## src/rtl/xsp_pkg.sv

```systemverilog
package xsp_pkg;
   typedef enum logic [1:0] {
      STEP_HOLD = 2'b00,
      STEP_UP   = 2'b01,
      STEP_DOWN = 2'b10
   } step_e;
endpackage

```

## src/rtl/xsp_step_dec.sv

```systemverilog
module xsp_step_dec
   import xsp_pkg::*;
(
   input  logic  push_i,
   input  logic  pop_i,
   input  logic  wr_hit_i,
   output step_e step_o
);
   // An SFR write to either pointer register cancels the step
   always_comb begin
      step_o = STEP_HOLD;
      if (!wr_hit_i) begin
         unique case ({push_i, pop_i})
            2'b10:   step_o = STEP_UP;
            2'b01:   step_o = STEP_DOWN;
            default: step_o = STEP_HOLD;
         endcase
      end
   end
endmodule

```

## src/rtl/xsp_lo_ptr.sv

```systemverilog
module xsp_lo_ptr
   import xsp_pkg::*;
#(
   parameter int unsigned       W   = 8,
   parameter logic [W-1:0]      RST = 8'h07
) (
   input  logic         clk,
   input  logic         rst_n,
   input  step_e        step_i,
   input  logic         wr_i,
   input  logic [W-1:0] wdata_i,
   output logic [W-1:0] ptr_o,
   output logic         carry_o,
   output logic         borrow_o
);
   logic [W-1:0] ptr_q;

   // Carry and borrow come from the current value and the requested step
   assign carry_o  = (step_i == STEP_UP)   && (ptr_q == {W{1'b1}});
   assign borrow_o = (step_i == STEP_DOWN) && (ptr_q == {W{1'b0}});
   assign ptr_o    = ptr_q;

   always_ff @(posedge clk or negedge rst_n) begin
      if (!rst_n) begin
         ptr_q <= RST;
      end else if (wr_i) begin
         ptr_q <= wdata_i;
      end else begin
         unique case (step_i)
            STEP_UP:   ptr_q <= ptr_q + 1'b1;
            STEP_DOWN: ptr_q <= ptr_q - 1'b1;
            default:   ptr_q <= ptr_q;
         endcase
      end
   end
endmodule

```

## src/rtl/xsp_ext_reg.sv

```systemverilog
module xsp_ext_reg #(
   parameter int unsigned W = 2
) (
   input  logic         clk,
   input  logic         rst_n,
   input  logic         active_i,
   input  logic         carry_i,
   input  logic         borrow_i,
   input  logic         wr_i,
   input  logic [W-1:0] wdata_i,
   output logic [W-1:0] ext_o
);
   logic [W-1:0] ext_q;

   assign ext_o = ext_q;

   // Counts only when active; otherwise plain storage. Wraps modulo 2**W.
   always_ff @(posedge clk or negedge rst_n) begin
      if (!rst_n) begin
         ext_q <= '0;
      end else if (wr_i) begin
         ext_q <= wdata_i;
      end else if (active_i && carry_i) begin
         ext_q <= ext_q + 1'b1;
      end else if (active_i && borrow_i) begin
         ext_q <= ext_q - 1'b1;
      end
   end
endmodule

```

## src/rtl/xsp_rd_mux.sv

```systemverilog
module xsp_rd_mux #(
   parameter int unsigned       DW       = 8,
   parameter int unsigned       AW       = 8,
   parameter int unsigned       LO_W     = 8,
   parameter int unsigned       EXT_W    = 2,
   parameter logic [AW-1:0]     LO_ADDR  = 8'h81,
   parameter logic [AW-1:0]     EXT_ADDR = 8'h9B
) (
   input  logic [AW-1:0]    addr_i,
   input  logic [LO_W-1:0]  lo_i,
   input  logic [EXT_W-1:0] ext_i,
   output logic [DW-1:0]    rdata_o
);
   localparam int unsigned RSVD_W = DW - EXT_W;

   logic [DW-1:0] lo_word;
   logic [DW-1:0] ext_word;

   if (LO_W < DW) begin : g_lo_pad
      assign lo_word = {{(DW - LO_W){1'b0}}, lo_i};
   end else begin : g_lo_full
      assign lo_word = lo_i;
   end

   // Reserved bits above the extension read back as ones
   if (RSVD_W > 0) begin : g_ext_pad
      assign ext_word = {{RSVD_W{1'b1}}, ext_i};
   end else begin : g_ext_full
      assign ext_word = ext_i;
   end

   always_comb begin
      if (addr_i == LO_ADDR)       rdata_o = lo_word;
      else if (addr_i == EXT_ADDR) rdata_o = ext_word;
      else                         rdata_o = '0;
   end
endmodule

```

## src/rtl/xstk_ptr.sv

```systemverilog
module xstk_ptr
   import xsp_pkg::*;
#(
   parameter int unsigned          SP_W      = 8,
   parameter int unsigned          EXT_W     = 2,
   parameter int unsigned          DW        = 8,
   parameter int unsigned          AW        = 8,
   parameter int unsigned          CFG_W     = 2,
   parameter logic [AW-1:0]        LO_ADDR   = 8'h81,
   parameter logic [AW-1:0]        EXT_ADDR  = 8'h9B,
   parameter logic [SP_W-1:0]      SP_RST    = 8'h07,
   parameter logic [CFG_W-1:0]     REMAP_CFG = 2'b11,
   localparam int unsigned         ADDR_W    = SP_W + EXT_W
) (
   input  logic              clk,
   input  logic              rst_n,
   input  logic              push_i,
   input  logic              pop_i,
   input  logic              auto_ext_i,
   input  logic [CFG_W-1:0]  mem_cfg_i,
   input  logic [AW-1:0]     sfr_addr_i,
   input  logic              sfr_we_i,
   input  logic [DW-1:0]     sfr_wdata_i,
   output logic [DW-1:0]     sfr_rdata_o,
   output logic [ADDR_W-1:0] stk_addr_o
);
   if (SP_W > DW) begin : g_bad_sp_w
      $error("xstk_ptr: SP_W must fit in the SFR data width");
   end
   if (EXT_W >= DW || EXT_W == 0) begin : g_bad_ext_w
      $error("xstk_ptr: EXT_W must be 1 to DW-1");
   end
   if (LO_ADDR == EXT_ADDR) begin : g_bad_addr
      $error("xstk_ptr: pointer registers need distinct SFR addresses");
   end

   logic              lo_hit;
   logic              ext_hit;
   logic              ext_active;
   logic              carry;
   logic              borrow;
   step_e             step;
   logic [SP_W-1:0]   sp_q;
   logic [EXT_W-1:0]  ext_q;

   assign lo_hit     = sfr_we_i && (sfr_addr_i == LO_ADDR);
   assign ext_hit    = sfr_we_i && (sfr_addr_i == EXT_ADDR);
   assign ext_active = auto_ext_i && (mem_cfg_i != REMAP_CFG);

   xsp_step_dec i_step (
      .push_i   (push_i),
      .pop_i    (pop_i),
      .wr_hit_i (lo_hit | ext_hit),
      .step_o   (step)
   );

   xsp_lo_ptr #(.W(SP_W), .RST(SP_RST)) i_lo (
      .clk      (clk),
      .rst_n    (rst_n),
      .step_i   (step),
      .wr_i     (lo_hit),
      .wdata_i  (sfr_wdata_i[SP_W-1:0]),
      .ptr_o    (sp_q),
      .carry_o  (carry),
      .borrow_o (borrow)
   );

   xsp_ext_reg #(.W(EXT_W)) i_ext (
      .clk      (clk),
      .rst_n    (rst_n),
      .active_i (ext_active),
      .carry_i  (carry),
      .borrow_i (borrow),
      .wr_i     (ext_hit),
      .wdata_i  (sfr_wdata_i[EXT_W-1:0]),
      .ext_o    (ext_q)
   );

   xsp_rd_mux #(
      .DW(DW), .AW(AW), .LO_W(SP_W), .EXT_W(EXT_W),
      .LO_ADDR(LO_ADDR), .EXT_ADDR(EXT_ADDR)
   ) i_rd (
      .addr_i  (sfr_addr_i),
      .lo_i    (sp_q),
      .ext_i   (ext_q),
      .rdata_o (sfr_rdata_o)
   );

   assign stk_addr_o = ext_active ? {ext_q, sp_q} : {{EXT_W{1'b0}}, sp_q};
endmodule

```

## config.mk

```make
export PLATFORM = sky130hd
export DESIGN_NAME = xstk_ptr
export DESIGN_NICKNAME = d
export VERILOG_FILES = /design/src/rtl/xsp_pkg.sv /design/src/rtl/xsp_step_dec.sv /design/src/rtl/xsp_lo_ptr.sv /design/src/rtl/xsp_ext_reg.sv /design/src/rtl/xsp_rd_mux.sv /design/src/rtl/xstk_ptr.sv
export SDC_FILE = /design/constraint.sdc
export NUM_CORES = 1
export LEC_CHECK = 0
export BUFFER_PORTS_ARGS = -buffer_cell sky130_fd_sc_hd__buf_2
export CORE_MARGIN = 2
export CORE_UTILIZATION = 25
export CTS_CLUSTER_DIAMETER = 80
export DETAILED_ROUTE_END_ITERATION = 10
export GPL_TIMING_DRIVEN = 0
export HOLD_SLACK_MARGIN = 0.02
export PLACE_DENSITY = 0.49
export SLEW_MARGIN = 20
export SYNTH_ARGS = -nofsm -noshare
export SYNTH_HDL_FRONTEND = slang
export SYNTH_HIERARCHICAL = 1
export SYNTH_SLANG_ARGS = --single-unit
```

## constraint.sdc

```tcl
create_clock -name clk -period 2.5 [get_ports clk]
set_input_delay 0.5 -clock clk [delete_from_list [all_inputs] [get_ports clk]]
set_output_delay 0.5 -clock clk [all_outputs]
set_load 0.02 [all_outputs]
```

* Word-level counts from Yosys, hierarchy flattened
Cells that the tools add are included.
Storage, ports and cells: register bits 10, latch bits 0, memory bits (writable) 0, bits in read-only memories 0, input port bits 24, output and inout port bits 18, word-level logic and storage cells 35, memories 0
Operators by class: add/subtract/negate cells 4, $mul 0, div/mod/pow operators 0, order comparisons 0, equal/unequal tests 8, shift-type cells 0, muxes and demuxes 10, bitwise gates (word level) 1, reduce and logical (&&, ||, !) cells 10
Operators by type and width (number):
- 8-bit equality test (second input constant) | 3
- 8-bit two-way mux | 3
- 8-bit case mux with 2 select lines | 1
- 10-bit two-way mux | 1
- 8-bit by 1-bit adder with 8-bit output (second input constant) | 1
- 8-bit logical NOT | 1
- 2-bit two-way mux | 4
- 8-bit by 1-bit subtractor with 8-bit output (second input constant) | 1
- 1-bit logical AND | 7
- 3-bit nonzero test | 2
- 2-bit by 1-bit equality test with 1-bit output (second input constant) | 2
- 2-bit equality test (second input constant) | 2
- 2-bit case mux with 2 select lines | 1
- 2-bit by 1-bit adder with 2-bit output (second input constant) | 1
- 2-bit inequality test (second input constant) | 1
- 2-bit by 1-bit subtractor with 2-bit output (second input constant) | 1
- 1-bit OR | 1

* Logic depth before layout (Yosys ltp)
Gate-level depths: netlist (run 1).
word-level depth 10, mapped depth 10, gate-level depth less buffers 10

* Modules after synthesis
The synthesis (run 1) kept the hierarchy.
By module, submodules not included:
- xsp_lo_ptr | times used 1, cells each 68, area an instance 629.4 um^2, seq. area each 203.9 um^2
- xsp_rd_mux | times used 1, cells each 25, area an instance 202.7 um^2, seq. area each 0.0 um^2
- xsp_ext_reg | times used 1, cells each 16, area an instance 140.1 um^2, seq. area each 50.0 um^2
- xstk_ptr | times used 1, cells each 10, area an instance 66.3 um^2, seq. area each 0.0 um^2
- xsp_step_dec | times used 1, cells each 2, area an instance 15.0 um^2, seq. area each 0.0 um^2

* Worst setup path before layout (run 1)
No wires, ideal clock.
kind input -> register, start point in sfr_addr_i[2], end point reg i_lo.ptr_q[6] (netlist: i_lo/ptr_o[6]), setup time 137 ps, arrival time 2870 ps, data required time 2363 ps, setup slack -507 ps, stages on the path 10, path buffers 0, path through or4b_4 a211oi_1 nor3b_1 nand2b_1 xnor2_1 ha_1 or4_1 o2bb2a_4 nor3b_2 a221oi_2
On the way: cells in the longest elaborated chain, start to end 7, elaborated cells between the ends (all ways) 11, classes of those cells eq/ne: 4; mux: 3; bitwise: 1; reduce/logical: 3
Ends and longest elaborated chain:
- start, declared | RTL line xstk_ptr.sv:21 | input logic [AW-1:0] sfr_addr_i,
- 8-bit equality test (on tied branches) | RTL line xstk_ptr.sv:46, xstk_ptr.sv:47
- 1-bit logical AND (on tied branches) | RTL line xstk_ptr.sv:46, xstk_ptr.sv:47
- 1-bit OR * | RTL line xstk_ptr.sv:53 | .wr_hit_i (lo_hit | ext_hit),
- 2-bit two-way mux * | RTL line xsp_step_dec.sv:12 | if (!wr_hit_i) begin
- named net step[0] | RTL line xstk_ptr.sv:42 | step_e step;
- 2-bit equality test / 2-bit by 1-bit equality test with 1-bit output (equally long branches) | RTL line xsp_lo_ptr.sv:29 | unique case (step_i)
- 8-bit case mux with 2 select lines | RTL line xsp_lo_ptr.sv:29
- 8-bit two-way mux | RTL line xsp_lo_ptr.sv:26 | end else if (wr_i) begin
- end signal, assigned | RTL line xsp_lo_ptr.sv:27 | ptr_q <= wdata_i;
- end signal, assigned | RTL line xsp_lo_ptr.sv:30 | STEP_UP: ptr_q <= ptr_q + 1'b1;
- end signal, assigned | RTL line xsp_lo_ptr.sv:31 | STEP_DOWN: ptr_q <= ptr_q - 1'b1;
- end, declared | RTL line xsp_lo_ptr.sv:16 | logic [W-1:0] ptr_q;
Mark *: on every way through the listed nets, which the timed path passes. The rest lies on a longest branch. A chain may end at the register's enable or synchronous reset.

* Final worst setup path (run 1)
Same ends and word-level chain as after synthesis.

==> impl_results.rst, run 1 <==
.. list-table::
   :header-rows: 1

   * - Metric
     - Value
   * - Total core area
     - 4030 um2
   * - Min-delay worst type
     - input port to async pin
   * - Classification of the worst setup path
     - input port to flop
   * - Worst hold slack across all endpoints
     - 0.123 ns
   * - Final hold violation count
     - 0
   * - Residual overflow from global routing
     - 0
   * - Area growth from synthesis to final layout
     - 50.8%
   * - Yosys reg bits
     - 10
   * - # nets final
     - 202
   * - Critical-path maximum fanout
     - 3
   * - DRC marker count from the first detailed-route iteration
     - 24
   * - Power density over the cells
     - 793 nW/um2
   * - Pre-Repair DR Iteration Count
     - 4
   * - Met2 Routed Length
     - 1.65 mm
   * - Number of port buffers
     - 41
   * - Max-Slew Margin vs Limit
     - 59.2%
   * - Share of the clock period used by the worst path after layout
     - 110%
   * - Synthesized Nets
     - 146
   * - Longest Clk Path Bufs
     - 2
   * - P_leak
     - 0.633 nW
   * - Pin count of the biggest net entering global routing
     - 11
   * - Status
     - complete, but fails checks
   * - Filler cell count in the final layout
     - 403
   * - Top-count cell post-synth
     - sky130_fd_sc_hd__nand2_1
   * - Number of hold-repair buffers added at the cts stage
     - 0
   * - Primary flip-flop cell chosen by synthesis mapping
     - sky130_fd_sc_hd__dfrtp_1
   * - Maximum Capacitance Violations
     - 0
   * - Maximum clock frequency
     - 365 MHz
   * - Global-route usage over all layers
     - 14.5%
   * - Die area
     - 4750 um2
   * - Clock net sink count
     - 10
   * - Top cells by count, synth
     - sky130_fd_sc_hd__nand2_1, sky130_fd_sc_hd__or4b_1, sky130_fd_sc_hd__a211oi_1
   * - Worst-skew pair later-pin latency
     - 0.23 ns
   * - Die Ht
     - 68.9 um
   * - Shortest clock period the worst path allows after layout
     - 2.74 ns
   * - Clock skew after layout
     - 0.000348 ns
   * - Number of flops mapped to enable cells by yosys
     - 0
   * - Gate count after technology mapping
     - 121
   * - Total power consumption of the routed design
     - 1.26 mW
   * - Type of element capturing the critical path
     - flop
   * - Met3 Routed Length
     - 162 um
   * - WL final
     - 3.26 mm
   * - M1 wire length
     - 1.41 mm
   * - Clock transition at the registers of the reported paths
     - 0.05 ns
   * - DR vias/cell
     - 5.23
   * - Global-route wire length before repair
     - 5.02 mm
   * - Highest Signal Layer
     - met4
   * - Number of vias in the routed layout
     - 1181
   * - Transition at the pin with the smallest max-transition slack
     - 0.607 ns
   * - Multi-input gate area in the final layout
     - 852 um2
   * - Kind of launch point of the worst setup path
     - input port
   * - Setup repair after global routing missed its margin
     - yes
   * - Worst setup timing slack at the placement stage
     - -0.765 ns
   * - Share of post-route cells with drive strength above 1
     - 49.4%
   * - Share of synthesized registers carrying an async set or reset
     - 100%
   * - Post-Synthesis Mean Instance Area
     - 8.71 um2
   * - Top post-synthesis cells by area
     - sky130_fd_sc_hd__dfrtp_1, sky130_fd_sc_hd__or4b_1, sky130_fd_sc_hd__dfstp_2
   * - Count of antenna-violating nets left after detailed routing
     - 0
   * - N_diodes
     - 0
   * - Fraction of post-synthesis cell area in the top cell type by area
     - 16.6%
   * - Post-layout worst setup margin
     - -0.242 ns
   * - Leading area contributor after synthesis
     - sky130_fd_sc_hd__dfrtp_1
   * - Placed wire-length estimate after detailed placement
     - 2.33 mm
   * - Instance count after placement with tap cells included
     - 212
   * - Vias in the first global route
     - 1089
   * - I/O Pins
     - 42
   * - Data arrival at the endpoint of the critical path
     - 2.84 ns
   * - Standard-cell row count
     - 23
   * - Worst vdd ir
     - 0.000407 V
   * - Synth warn
     - 6
   * - Initial antenna violation count
     - 0
   * - Total clock buffers created by CTS
     - 3
   * - Clock Root Buffer
     - sky130_fd_sc_hd__clkbuf_8
   * - Final setup violating endpoints
     - 6
   * - Clock tree from TritonCTS
     - built
   * - Total count of max-transition violations in the final report
     - 0
   * - Number of cells in the finished layout apart from fillers
     - 226
   * - Avg WL per Cell
     - 14.4 um
   * - Data required time of the worst path
     - 2.60 ns
   * - Total number of H-tree levels
     - 1
   * - Post-Route Utilization
     - 39.4%
   * - Number of distinct library cells after synthesis
     - 47
   * - DR DRC count
     - 0
   * - Area occupied by registers
     - 254 um2
   * - Register area share after synthesis
     - 24.1%
   * - Netlist Area Pre-Place
     - 1050 um2
   * - Placer's final routability congestion estimate
     - 0.860
   * - Initial standard-cell utilization of the core
     - 26.1%
   * - Die width
     - 68.9 um
   * - Failing checks
     - setup timing
## cell type report
cell class	count	share of cell area (%)
Inverter	5	1.18
Timing Repair Buffer	51	18.7
Tap cell	50	3.94
Sequential cell	10	16.0
Multi-Input combinational cell	99	53.6
Buffer	7	3.15
Clock buffer	4	3.46
## logic make-up after synthesis
| family | count (synthesis) | synth area share (%) |
|---|---|---|
| adder cells (fa/ha/maj) | 1 | 1.19 |
| XOR/XNOR | 7 | 5.82 |
| AND/OR/NAND/NOR | 60 | 39.0 |
| multiplexers | 1 | 0.950 |
| buffers and inverters | 12 | 6.53 |
| AO/OA/AOI/OAI | 30 | 22.4 |
| flip-flops | 10 | 24.1 |
## report_power, final
| group | internal [mW] | switching (mW) | leakage, nW |
|---|---|---|---|
| clock | 0.138 | 0.0630 | 0.0288 |
| combinational | 0.305 | 0.331 | 0.489 |
| sequential | 0.261 | 0.162 | 0.115 |
## path summary, 6_finish.rpt
| kind | start | endpoint | slack [ns] | cells after the start |
|---|---|---|---|---|
| hold reg to reg | i_lo/ptr_o[7] | i_lo/ptr_o[7] | 0.59 | 1 |
| min in group clk | sfr_wdata_i[3] | i_lo/ptr_o[3] | 0.48 | 3 |
| hold / removal | rst_n | i_lo/ptr_o[4] | 0.12 | 1 |
| setup reg to reg | i_lo/ptr_o[1] | i_lo/ptr_o[6] | 0.56 | 7 |
| max in group asynchronous | rst_n | i_lo/ptr_o[2] | 2.12 | 1 |
| setup / recovery | sfr_addr_i[2] | i_lo/ptr_o[6] | -0.24 | 12 |
## routing by layer
| metal | track usage, % | vias to the layer above |
|---|---|---|
| met3 | 2.11 | 4 |
| met2 | 25.4 | 35 |
| met1 | 17.6 | 556 |
| met5 | 0 | - |
| met4 | 5.88 | 0 |
| li1 | - | 586 |
## sequential cells by signal (all words and copies together), names as in the netlist
name and count:
i_lo/ptr_o 8, i_ext/ext_o 2
## timing repair
| item | CTS | global route |
|---|---|---|
| resized for setup | 15 | 11 |
| buffers inserted | 9 | 1 |
| setup endpoints to repair | 6 | 8 |
| pin swaps | 8 | 9 |
## worst max-delay path, stage by stage
cell                       delay [ns]
sky130_fd_sc_hd__buf_6           0.09
sky130_fd_sc_hd__or4b_4          0.55
sky130_fd_sc_hd__a211oi_4        0.28
sky130_fd_sc_hd__buf_4           0.18
sky130_fd_sc_hd__nor3b_4         0.05
sky130_fd_sc_hd__nand2b_4        0.08
sky130_fd_sc_hd__xnor2_2         0.06
sky130_fd_sc_hd__ha_2            0.18
sky130_fd_sc_hd__or4_4           0.41
sky130_fd_sc_hd__o2bb2a_4        0.23
sky130_fd_sc_hd__nor3b_4         0.17
sky130_fd_sc_hd__a221oi_2        0.04
## through the flow
stage                     TNS [ns]  instance area (um2)
after floorplan             -0.868                 1080
after global placement       -3.67                 1340
after detailed placement     -3.89                 1340
after CTS                    -1.16                 1540
after global routing         -1.38                 1590
final                       -0.843                 1590
## placed cells by master, fill, tap and decap left out, drive strengths merged, types with 2 or more instances in the layout
| cell | synthesis | final |
|---|---|---|
| a211oi | 9 | 9 |
| a21oi | 2 | 2 |
| and2 | 2 | 2 |
| and3 | 2 | 2 |
| buf | 4 | 55 |
| clkbuf | 3 | 7 |
| dfrtp | 7 | 7 |
| dfstp | 3 | 3 |
| inv | 5 | 5 |
| nand2 | 12 | 12 |
| nand3 | 2 | 2 |
| nand3b | 2 | 2 |
| nand4 | 3 | 3 |
| nor2 | 3 | 3 |
| nor3 | 7 | 7 |
| nor3b | 4 | 4 |
| o21ai | 8 | 8 |
| o41a | 2 | 2 |
| or3 | 3 | 3 |
| or4 | 3 | 3 |
| or4b | 11 | 11 |
| xnor2 | 4 | 4 |
| xor2 | 3 | 3 |
Note: power is estimated with default switching activity, not from simulation.
==> inputs of run 2 (changes only) <==
--- a/config.mk
+++ b/config.mk
@@ -12,9 +12,9 @@
 export DETAILED_ROUTE_END_ITERATION = 10
 export GPL_TIMING_DRIVEN = 0
 export HOLD_SLACK_MARGIN = 0.02
-export PLACE_DENSITY = 0.49
+export MAX_ROUTING_LAYER = met4
+export PLACE_DENSITY = 0.48
 export SLEW_MARGIN = 20
 export SYNTH_ARGS = -nofsm -noshare
 export SYNTH_HDL_FRONTEND = slang
-export SYNTH_HIERARCHICAL = 1
 export SYNTH_SLANG_ARGS = --single-unit
==> run 2 against run 1 <==
  * The flow still finishes with violations (setup timing)
  * Register-to-register slack worse by 0.54 ns
  * Clock-buffer cell count unchanged
  * Power up 18%
  * Clock skew up 0.0052 ns
  * Sequential power down 12%
  * Cell count up 15%
  * First-iteration DRC count rose to 4.1 times the previous value
  * Critical path type unchanged
  * Largest cell class unchanged
==> impl_results.rst, run 2 <==
.. list-table::
   :header-rows: 1

   * - Metric
     - Value
   * - # nets final
     - 236 (+17%)
   * - Final hold violation count
     - 0 (unchanged)
   * - Most common cell after layout, fill and taps aside
     - sky130_fd_sc_hd__buf_2
   * - Setup slack on the worst flop-to-flop path
     - 0.02 ns (-0.54 ns)
   * - Pre-Repair DR Iteration Count
     - 4 (unchanged)
   * - Status
     - complete, but fails checks
   * - Die area
     - 5160 um2 (+8.7%)
   * - Synth warn
     - 0 (-6)
   * - Leading area contributor after synthesis
     - sky130_fd_sc_hd__dfrtp_1
   * - Transition at the pin with the smallest max-transition slack
     - 0.490 ns (-0.117 ns)
   * - Worst vdd ir
     - 0.000401 V (-1.4%)
   * - Worst path cell trace
     - buf_6 -> nor4b_4 -> nand2_2 -> nor4_4 -> o21ai_2 -> nand3b_1 -> inv_2 -> ha_4 -> buf_6 -> xor2_2 -> ha_2 -> nor3b_2 -> o21ai_2 -> and2_4 -> mux4_2 -> nor3_4 -> o21ai_1
   * - Gate count after technology mapping
     - 145 (+20%)
   * - Max FFs per register
     - 8 (unchanged)
   * - Number of flops mapped to enable cells by yosys
     - 0 (unchanged)
   * - Primary flip-flop cell chosen by synthesis mapping
     - sky130_fd_sc_hd__dfrtp_1
   * - Instance count after placement with tap cells included
     - 238 (+12%)
   * - Worst-skew pair later-pin latency
     - 0.23 ns (about the same)
   * - Setup tns final
     - -2.98 ns (-2.14 ns)
   * - Kind of launch point of the worst setup path
     - input port
   * - Total clock buffers created by CTS
     - 3 (unchanged)
   * - Total power consumption of the routed design
     - 1.49 mW (+18%)
   * - Multi-input gate area in the final layout
     - 950 um2 (+11%)
   * - Power density over the cells
     - 825 nW/um2 (+4.1%)
   * - Setup repair after global routing missed its margin
     - yes
   * - Crit Reg-Reg Endpoint
     - i_lo.ptr_o[6]
   * - Clock net sink count
     - 10 (unchanged)
   * - Die Ht
     - 71.9 um (+4.3%)
   * - Area occupied by registers
     - 254 um2 (unchanged)
   * - Maximum clock frequency
     - 312 MHz (-14%)
   * - Failing checks
     - setup timing
   * - Longest Clk Path Bufs
     - 2 (unchanged)
   * - Top-count cell post-synth
     - sky130_fd_sc_hd__nor2_1
   * - Number of port buffers
     - 41 (unchanged)
   * - Number of cells on the worst reg-to-reg path
     - 9 (+2)
   * - P_leak
     - 0.856 nW (+35%)
   * - Netlist Area Pre-Place
     - 1150 um2 (+9.3%)
   * - I/O Pins
     - 42 (unchanged)
   * - Maximum Capacitance Violations
     - 0 (unchanged)
   * - Number of cells in the finished layout apart from fillers
     - 259 (+15%)
   * - Vias in the first global route
     - 1320 (+21%)
   * - Die width
     - 71.9 um (+4.3%)
   * - Share of the clock period used by the worst path after layout
     - 128% (+19 points)
   * - Critical-path cell with the highest stage delay
     - sky130_fd_sc_hd__mux4_2
   * - Fraction of post-synthesis cell area in the top cell type by area
     - 15.2% (-1.4 points)
   * - Shortest clock period the worst path allows after layout
     - 3.21 ns (+0.463 ns)
   * - Min-delay worst type
     - input port to async pin
   * - Post-Route Utilization
     - 41.2% (+1.7 points)
   * - Max-Slew Margin vs Limit
     - 67.3% (+8.2 points)
   * - Initial standard-cell utilization of the core
     - 26.3% (+0.11 points)
   * - Synthesized Nets
     - 173 (+18%)
   * - Type of element capturing the critical path
     - flop
   * - Initial antenna violation count
     - 0 (unchanged)
   * - Total number of H-tree levels
     - 1 (unchanged)
   * - Count of antenna-violating nets left after detailed routing
     - 0 (unchanged)
   * - Clock tree from TritonCTS
     - built
   * - Classification of the worst setup path
     - input port to flop
   * - DR DRC count
     - 0 (unchanged)
   * - Clock Root Buffer
     - sky130_fd_sc_hd__clkbuf_8
   * - Placer's final routability congestion estimate
     - 0.776 (-9.7%)
   * - Residual overflow from global routing
     - 0 (unchanged)
   * - Avg WL per Cell
     - 14.5 um (+0.60%)
   * - Critical-path maximum fanout
     - 3 (unchanged)
   * - Top post-synthesis cells by area
     - sky130_fd_sc_hd__dfrtp_1, sky130_fd_sc_hd__dfstp_2, sky130_fd_sc_hd__a21oi_1
   * - Register area share after synthesis
     - 22.1% (-2.0 points)
   * - Final design area excluding fillers
     - 1810 um2 (+14%)
   * - DRC marker count from the first detailed-route iteration
     - 98 (+310%)
   * - Area growth from synthesis to final layout
     - 56.8%
   * - Global-route wire length before repair
     - 6.32 mm (+26%)
   * - Share of synthesized registers carrying an async set or reset
     - 100% (unchanged)
   * - WL final
     - 3.76 mm (+15%)
   * - Global-route usage over all layers
     - 15.8% (+1.3 points)
   * - Data required time of the worst path
     - 2.62 ns (+0.02 ns)
   * - Total placed instance area
     - 1480 um2 (+10%)
   * - Total count of max-transition violations in the final report
     - 0 (unchanged)
   * - DR vias/cell
     - 4.99 (-4.5%)
   * - Yosys reg bits
     - 10 (unchanged)
   * - Number of hold-repair buffers added at the cts stage
     - 0 (unchanged)
   * - Reg-to-Reg Start
     - i_lo.ptr_o[1]
   * - Number of distinct library cells after synthesis
     - 49 (+4.3%)
   * - Post-layout worst setup margin
     - -0.705 ns (-0.463 ns)
   * - N_diodes
     - 0 (unchanged)
   * - Pin count of the biggest net entering global routing
     - 11 (unchanged)
   * - Number of vias in the routed layout
     - 1292 (+9.4%)
   * - Total core area
     - 4380 um2 (+8.8%)
   * - Clock skew after layout
     - 0.00557 ns (+0.00522 ns)
   * - Top cells by count, synth
     - sky130_fd_sc_hd__nor2_1, sky130_fd_sc_hd__a21oi_1, sky130_fd_sc_hd__nand2_1
   * - Most frequent cells in the layout
     - sky130_fd_sc_hd__buf_2, sky130_fd_sc_hd__nor2_1, sky130_fd_sc_hd__buf_4
   * - Post-Synthesis Mean Instance Area
     - 7.94 um2 (-8.8%)
   * - Max stage delay on crit path
     - 0.52 ns (-0.03 ns)
   * - Filler cell count in the final layout
     - 440 (+9.2%)
   * - Share of post-route cells with drive strength above 1
     - 53.1% (+3.7 points)
   * - Data arrival at the endpoint of the critical path
     - 3.32 ns (+0.48 ns)
   * - Standard-cell row count
     - 24 (+4.3%)
   * - Clock transition at the registers of the reported paths
     - 0.05 ns (about the same)
   * - Placed wire-length estimate after detailed placement
     - 2.72 mm (+17%)
   * - Final setup violating endpoints
     - 9 (+3)
run 2: critical path, delay by kind of cell:
kind                     cells  cell delay, ns
AND/OR/NAND/NOR              7            1.21
multiplexers                 1            0.52
adder cells (fa/ha/maj)      2            0.36
AO/OA/AOI/OAI                3            0.31
buffers and inverters        3            0.29
XOR/XNOR                     1            0.14
run 2: layout make-up:
type                       instances  share of cell area, %
inverter                           6                   1.25
buffer                            10                   4.64
timing repair buffer              59                   21.3
clock buffer                       4                   2.49
multi-input combinational        118                   52.6
sequential                        10                   14.1
tap                               52                   3.60
run 2: how the worst max path moves through the flow:
stage	start	cells past startpoint	to	slack (ns)
2_1_floorplan	sfr_addr_i[2]	16	i_lo.ptr_o[6]	-0.68
3_3_place_gp	sfr_addr_i[2]	17	i_lo.ptr_o[6]	-1.07
3_5_place_dp	sfr_addr_i[2]	17	i_lo.ptr_o[6]	-1.15
4_1_cts	sfr_addr_i[2]	17	i_lo.ptr_o[6]	-0.71
5_1_grt	sfr_addr_i[2]	17	i_lo.ptr_o[6]	-0.85
6_report	sfr_addr_i[2]	17	i_lo.ptr_o[6]	-0.71
run 2: routing by layer:
| layer | part of all wire, % | track usage, % | up-vias |
|---|---|---|---|
| met1 | 45 | 20.7 | 618 |
| met3 | 2.6 | 1.55 | 6 |
| met4 | 1.2 | 3.98 | 0 |
| met5 | 0 | - | - |
| li1 | - | - | 641 |
| met2 | 52 | 26.1 | 27 |
run 2: power by group:
part | switching (mW) | internal (mW) | total (mW)
Clock | 0.0573 | 0.111 | 0.168
Sequential | 0.112 | 0.259 | 0.371
Combinational | 0.522 | 0.429 | 0.951
Total | 0.691 | 0.799 | 1.49
run 2: cell families after synthesis:
| kind of cell | share of synthesized area [%] |
|---|---|
| muxes | 5.54 |
| xor gates and xnor gates | 7.61 |
| buffers and inverters | 8.59 |
| AOI/OAI and AO/OA | 24.0 |
| adders and majority gates | 4.35 |
| and+or+nand+nor | 27.8 |
| DFF | 22.1 |
run 2: stage by stage:
| step | hold slack, ns | worst slack (ns) |
|---|---|---|
| 2_1_floorplan | 0.204 | -0.681 |
| 3_3_place_gp | 0.374 | -1.07 |
| 3_5_place_dp | 0.375 | -1.15 |
| 4_1_cts | 0.125 | -0.714 |
| 5_1_grt | 0.129 | -0.850 |
| 6_report | 0.121 | -0.705 |
run 2: timing repair:
action | CTS | global route
pin swaps | 15 | 11
resized for setup | 27 | 9
buffers inserted | 20 | 3
setup endpoints to repair | 8 | 10
==> inputs of run 3 (changes only) <==
--- a/config.mk
+++ b/config.mk
@@ -6,6 +6,7 @@
 export NUM_CORES = 1
 export LEC_CHECK = 0
 export BUFFER_PORTS_ARGS = -buffer_cell sky130_fd_sc_hd__buf_2
+export CORE_ASPECT_RATIO = 0.5
 export CORE_MARGIN = 2
 export CORE_UTILIZATION = 25
 export CTS_CLUSTER_DIAMETER = 80
==> run 3 against run 2 <==
  * The flow still finishes with violations (setup timing)
  * Critical path depth stayed put
  * Non-clock buffer count is 7 lower
  * Largest power group unchanged
  * Cell count is 0.77% lower
  * Sequential power is 1% lower
  * Clock-buffer cell count stayed put
  * Core utilization is 2.9 points lower
  * Worst hold slack worse by 0.013 ns
  * Largest cell class unchanged
  * Fmax is 1.0% higher
  * Routed wire length is 4.4% lower
  * Final area is 6.6% lower
  * Sequential cell count stayed put
  * Clock skew is 0.00083 ns lower
==> impl_results.rst, run 3 (synthesis gave the netlist of run 2 again) <==
.. list-table::
   :header-rows: 1

   * - Metric
     - Value
   * - Status
     - complete, but fails checks
   * - Failing checks
     - setup timing
   * - Power density over the cells
     - 873 nW/um2 (+5.7%)
   * - Initial standard-cell utilization of the core
     - 26.1% (-0.11 points)
   * - Clock net sink count
     - 10 (unchanged)
   * - Post-layout worst setup margin
     - -0.674 ns (+0.0316 ns)
   * - Number of hold-repair buffers added at the cts stage
     - 0 (unchanged)
   * - Pre-Repair DR Iteration Count
     - 4 (unchanged)
   * - # nets final
     - 229 (-3.0%)
   * - Total number of H-tree levels
     - 1 (unchanged)
   * - Most common cell after layout, fill and taps aside
     - sky130_fd_sc_hd__buf_2
   * - Type of element capturing the critical path
     - flop
   * - Kind of launch point of the worst setup path
     - input port
   * - Longest Clk Path Bufs
     - 2 (unchanged)
   * - Placer's final routability congestion estimate
     - 0.709 (-8.7%)
   * - Global-route wire length before repair
     - 5.87 mm (-7.2%)
   * - Max stage delay on crit path
     - 0.51 ns (about the same)
   * - Die width
     - 100 um (+39%)
   * - DR vias/cell
     - 4.98 (-0.24%)
   * - Transition at the pin with the smallest max-transition slack
     - 0.479 ns (-0.0106 ns)
   * - Avg WL per Cell
     - 14.0 um (-3.7%)
   * - N_diodes
     - 0 (unchanged)
   * - Vias in the first global route
     - 1195 (-9.5%)
   * - Number of vias in the routed layout
     - 1279 (-1.0%)
   * - Initial antenna violation count
     - 0 (unchanged)
   * - Placed wire-length estimate after detailed placement
     - 2.65 mm (-2.6%)
   * - Maximum clock frequency
     - 315 MHz (+1.0%)
   * - Standard-cell row count
     - 17 (-29%)
   * - Setup repair after global routing missed its margin
     - yes
   * - DR DRC count
     - 0 (unchanged)
   * - Clock skew after layout
     - 0.00474 ns (-0.000827 ns)
   * - Share of post-route cells with drive strength above 1
     - 48.0% (-5.1 points)
   * - Area growth from synthesis to final layout
     - 46.5%
   * - Number of port buffers
     - 41 (unchanged)
   * - Total clock buffers created by CTS
     - 3 (unchanged)
   * - Shortest clock period the worst path allows after layout
     - 3.17 ns (-0.0316 ns)
   * - Worst path cell trace
     - buf_6 -> nor4b_4 -> nand2_2 -> nor4_4 -> o21ai_2 -> nand3b_1 -> inv_2 -> ha_4 -> buf_6 -> xor2_2 -> ha_2 -> and3b_1 -> o21ai_2 -> and2_4 -> mux4_2 -> nor3_4 -> o21ai_1
   * - Data required time of the worst path
     - 2.62 ns (about the same)
   * - Worst vdd ir
     - 0.000302 V (-25%)
   * - Total count of max-transition violations in the final report
     - 0 (unchanged)
   * - Clock tree from TritonCTS
     - built
   * - Total placed instance area
     - 1490 um2 (+0.42%)
   * - Share of the clock period used by the worst path after layout
     - 127% (-1.3 points)
   * - Critical-path maximum fanout
     - 3 (unchanged)
   * - Count of antenna-violating nets left after detailed routing
     - 0 (unchanged)
   * - Min-delay worst type
     - input port to async pin
   * - Total power consumption of the routed design
     - 1.47 mW (-1.2%)
   * - Worst-skew pair later-pin latency
     - 0.24 ns (about the same)
   * - Classification of the worst setup path
     - input port to flop
   * - Die area
     - 5200 um2 (+0.63%)
   * - Final design area excluding fillers
     - 1690 um2 (-6.6%)
   * - Die Ht
     - 52.0 um (-28%)
   * - Final hold violation count
     - 0 (unchanged)
   * - I/O Pins
     - 42 (unchanged)
   * - Clock Root Buffer
     - sky130_fd_sc_hd__clkbuf_8
   * - Post-Route Utilization
     - 38.3% (-2.9 points)
   * - Maximum Capacitance Violations
     - 0 (unchanged)
   * - Max-Slew Margin vs Limit
     - 68.0% (+0.70 points)
   * - Residual overflow from global routing
     - 0 (unchanged)
   * - WL final
     - 3.60 mm (-4.4%)
   * - Data arrival at the endpoint of the critical path
     - 3.30 ns (-0.02 ns)
   * - Final setup violating endpoints
     - 8 (-1)
   * - P_leak
     - 0.792 nW (-7.5%)
   * - Clock transition at the registers of the reported paths
     - 0.05 ns (about the same)
   * - Global-route usage over all layers
     - 14.7% (-1.1 points)
   * - Critical-path cell with the highest stage delay
     - sky130_fd_sc_hd__mux4_2
   * - Max FFs per register
     - 8 (unchanged)
   * - DRC marker count from the first detailed-route iteration
     - 22 (-78%)
   * - Pin count of the biggest net entering global routing
     - 11 (unchanged)
   * - Most frequent cells in the layout
     - sky130_fd_sc_hd__buf_2, sky130_fd_sc_hd__nor2_1, sky130_fd_sc_hd__buf_4, sky130_fd_sc_hd__a21oi_1, sky130_fd_sc_hd__nand2_1
   * - Total core area
     - 4400 um2 (+0.43%)
==> run 3: cell count changes in the layout (fill, tap and decap cells not counted), moves of 2 or more <==
| cell | before | now |
|---|---|---|
| sky130_fd_sc_hd__buf_4 | 14 | 12 |
| sky130_fd_sc_hd__buf_6 | 13 | 5 |
| sky130_fd_sc_hd__a211oi_2 | 2 | 0 |
| sky130_fd_sc_hd__buf_2 | 39 | 41 |
| sky130_fd_sc_hd__nand2_1 | 7 | 9 |
==> run 3: final timing paths <==
path                           startpoint        endpoint  slack [ns]  cells past startpoint
max                         sfr_addr_i[2]   i_lo.ptr_o[6]       -0.67                     17
min                                 rst_n   i_lo.ptr_o[3]        0.11                      1
max reg2reg                 i_lo.ptr_o[1]   i_lo.ptr_o[6]        0.01                      9
min reg2reg                i_ext.ext_o[1]  i_ext.ext_o[1]        0.61                      2
max in group asynchronous           rst_n   i_lo.ptr_o[0]        2.13                      1
min in group clk           sfr_wdata_i[2]   i_lo.ptr_o[2]        0.49                      3
==> run 3: report_power, final <==
group	leakage, nW	switching [mW]	total (mW)	internal, mW
Combinational	0.654	0.512	0.932	0.420
Clock	0.0228	0.0621	0.174	0.111
Sequential	0.115	0.106	0.366	0.259
Total	0.792	0.681	1.47	0.791
==> run 3: final cells by class <==
| class | count | area [um2] |
|---|---|---|
| Timing Repair Buffer | 51 | 293 |
| Multi-Input combinational cell | 118 | 915 |
| Inverter | 6 | 22.5 |
| Tap cell | 57 | 71.3 |
| Fill cell | 458 | 2720 |
| Buffer | 11 | 86.3 |
| Clock buffer | 4 | 45.0 |
| Sequential cell | 10 | 254 |
==> run 3: worst max-delay path: cells and delay by family <==
kind / cells / cell delay (ns)
and+or+nand+nor: 7 / 1.20
muxes: 1 / 0.51
AOI/OAI and AO/OA: 3 / 0.31
buffers and inverters: 3 / 0.28
xor gates and xnor gates: 1 / 0.13
adders and majority gates: 2 / 0.37
==> run 3: per-layer routing <==
metal / vias to the layer above / global-route usage [%] / share of wire, %
met1: 627 / 19.1 / 48
met5: - / - / 0
li1: 627 / - / -
met4: 0 / 2.28 / 0.53
met3: 2 / 2.69 / 3.9
met2: 23 / 24.8 / 48
==> run 3: through the flow <==
stage / instances / hold slack [ns] / worst slack, ns / setup TNS [ns]
after floorplan: 145 / 0.204 / -0.681 / -1.72
after global placement: 243 / 0.377 / -1.11 / -5.85
after detailed placement: 243 / 0.370 / -1.14 / -6.08
after CTS: 254 / 0.118 / -0.685 / -2.91
after global routing: 257 / 0.121 / -0.864 / -4.64
final: 257 / 0.108 / -0.674 / -2.85
==> run 3: timing repair <==
item,CTS,global route
endpoints found under the hold margin,0,0
pin swaps,7,6
endpoints found under the setup margin,8,8
buffers inserted,7,3
resized for setup,12,3
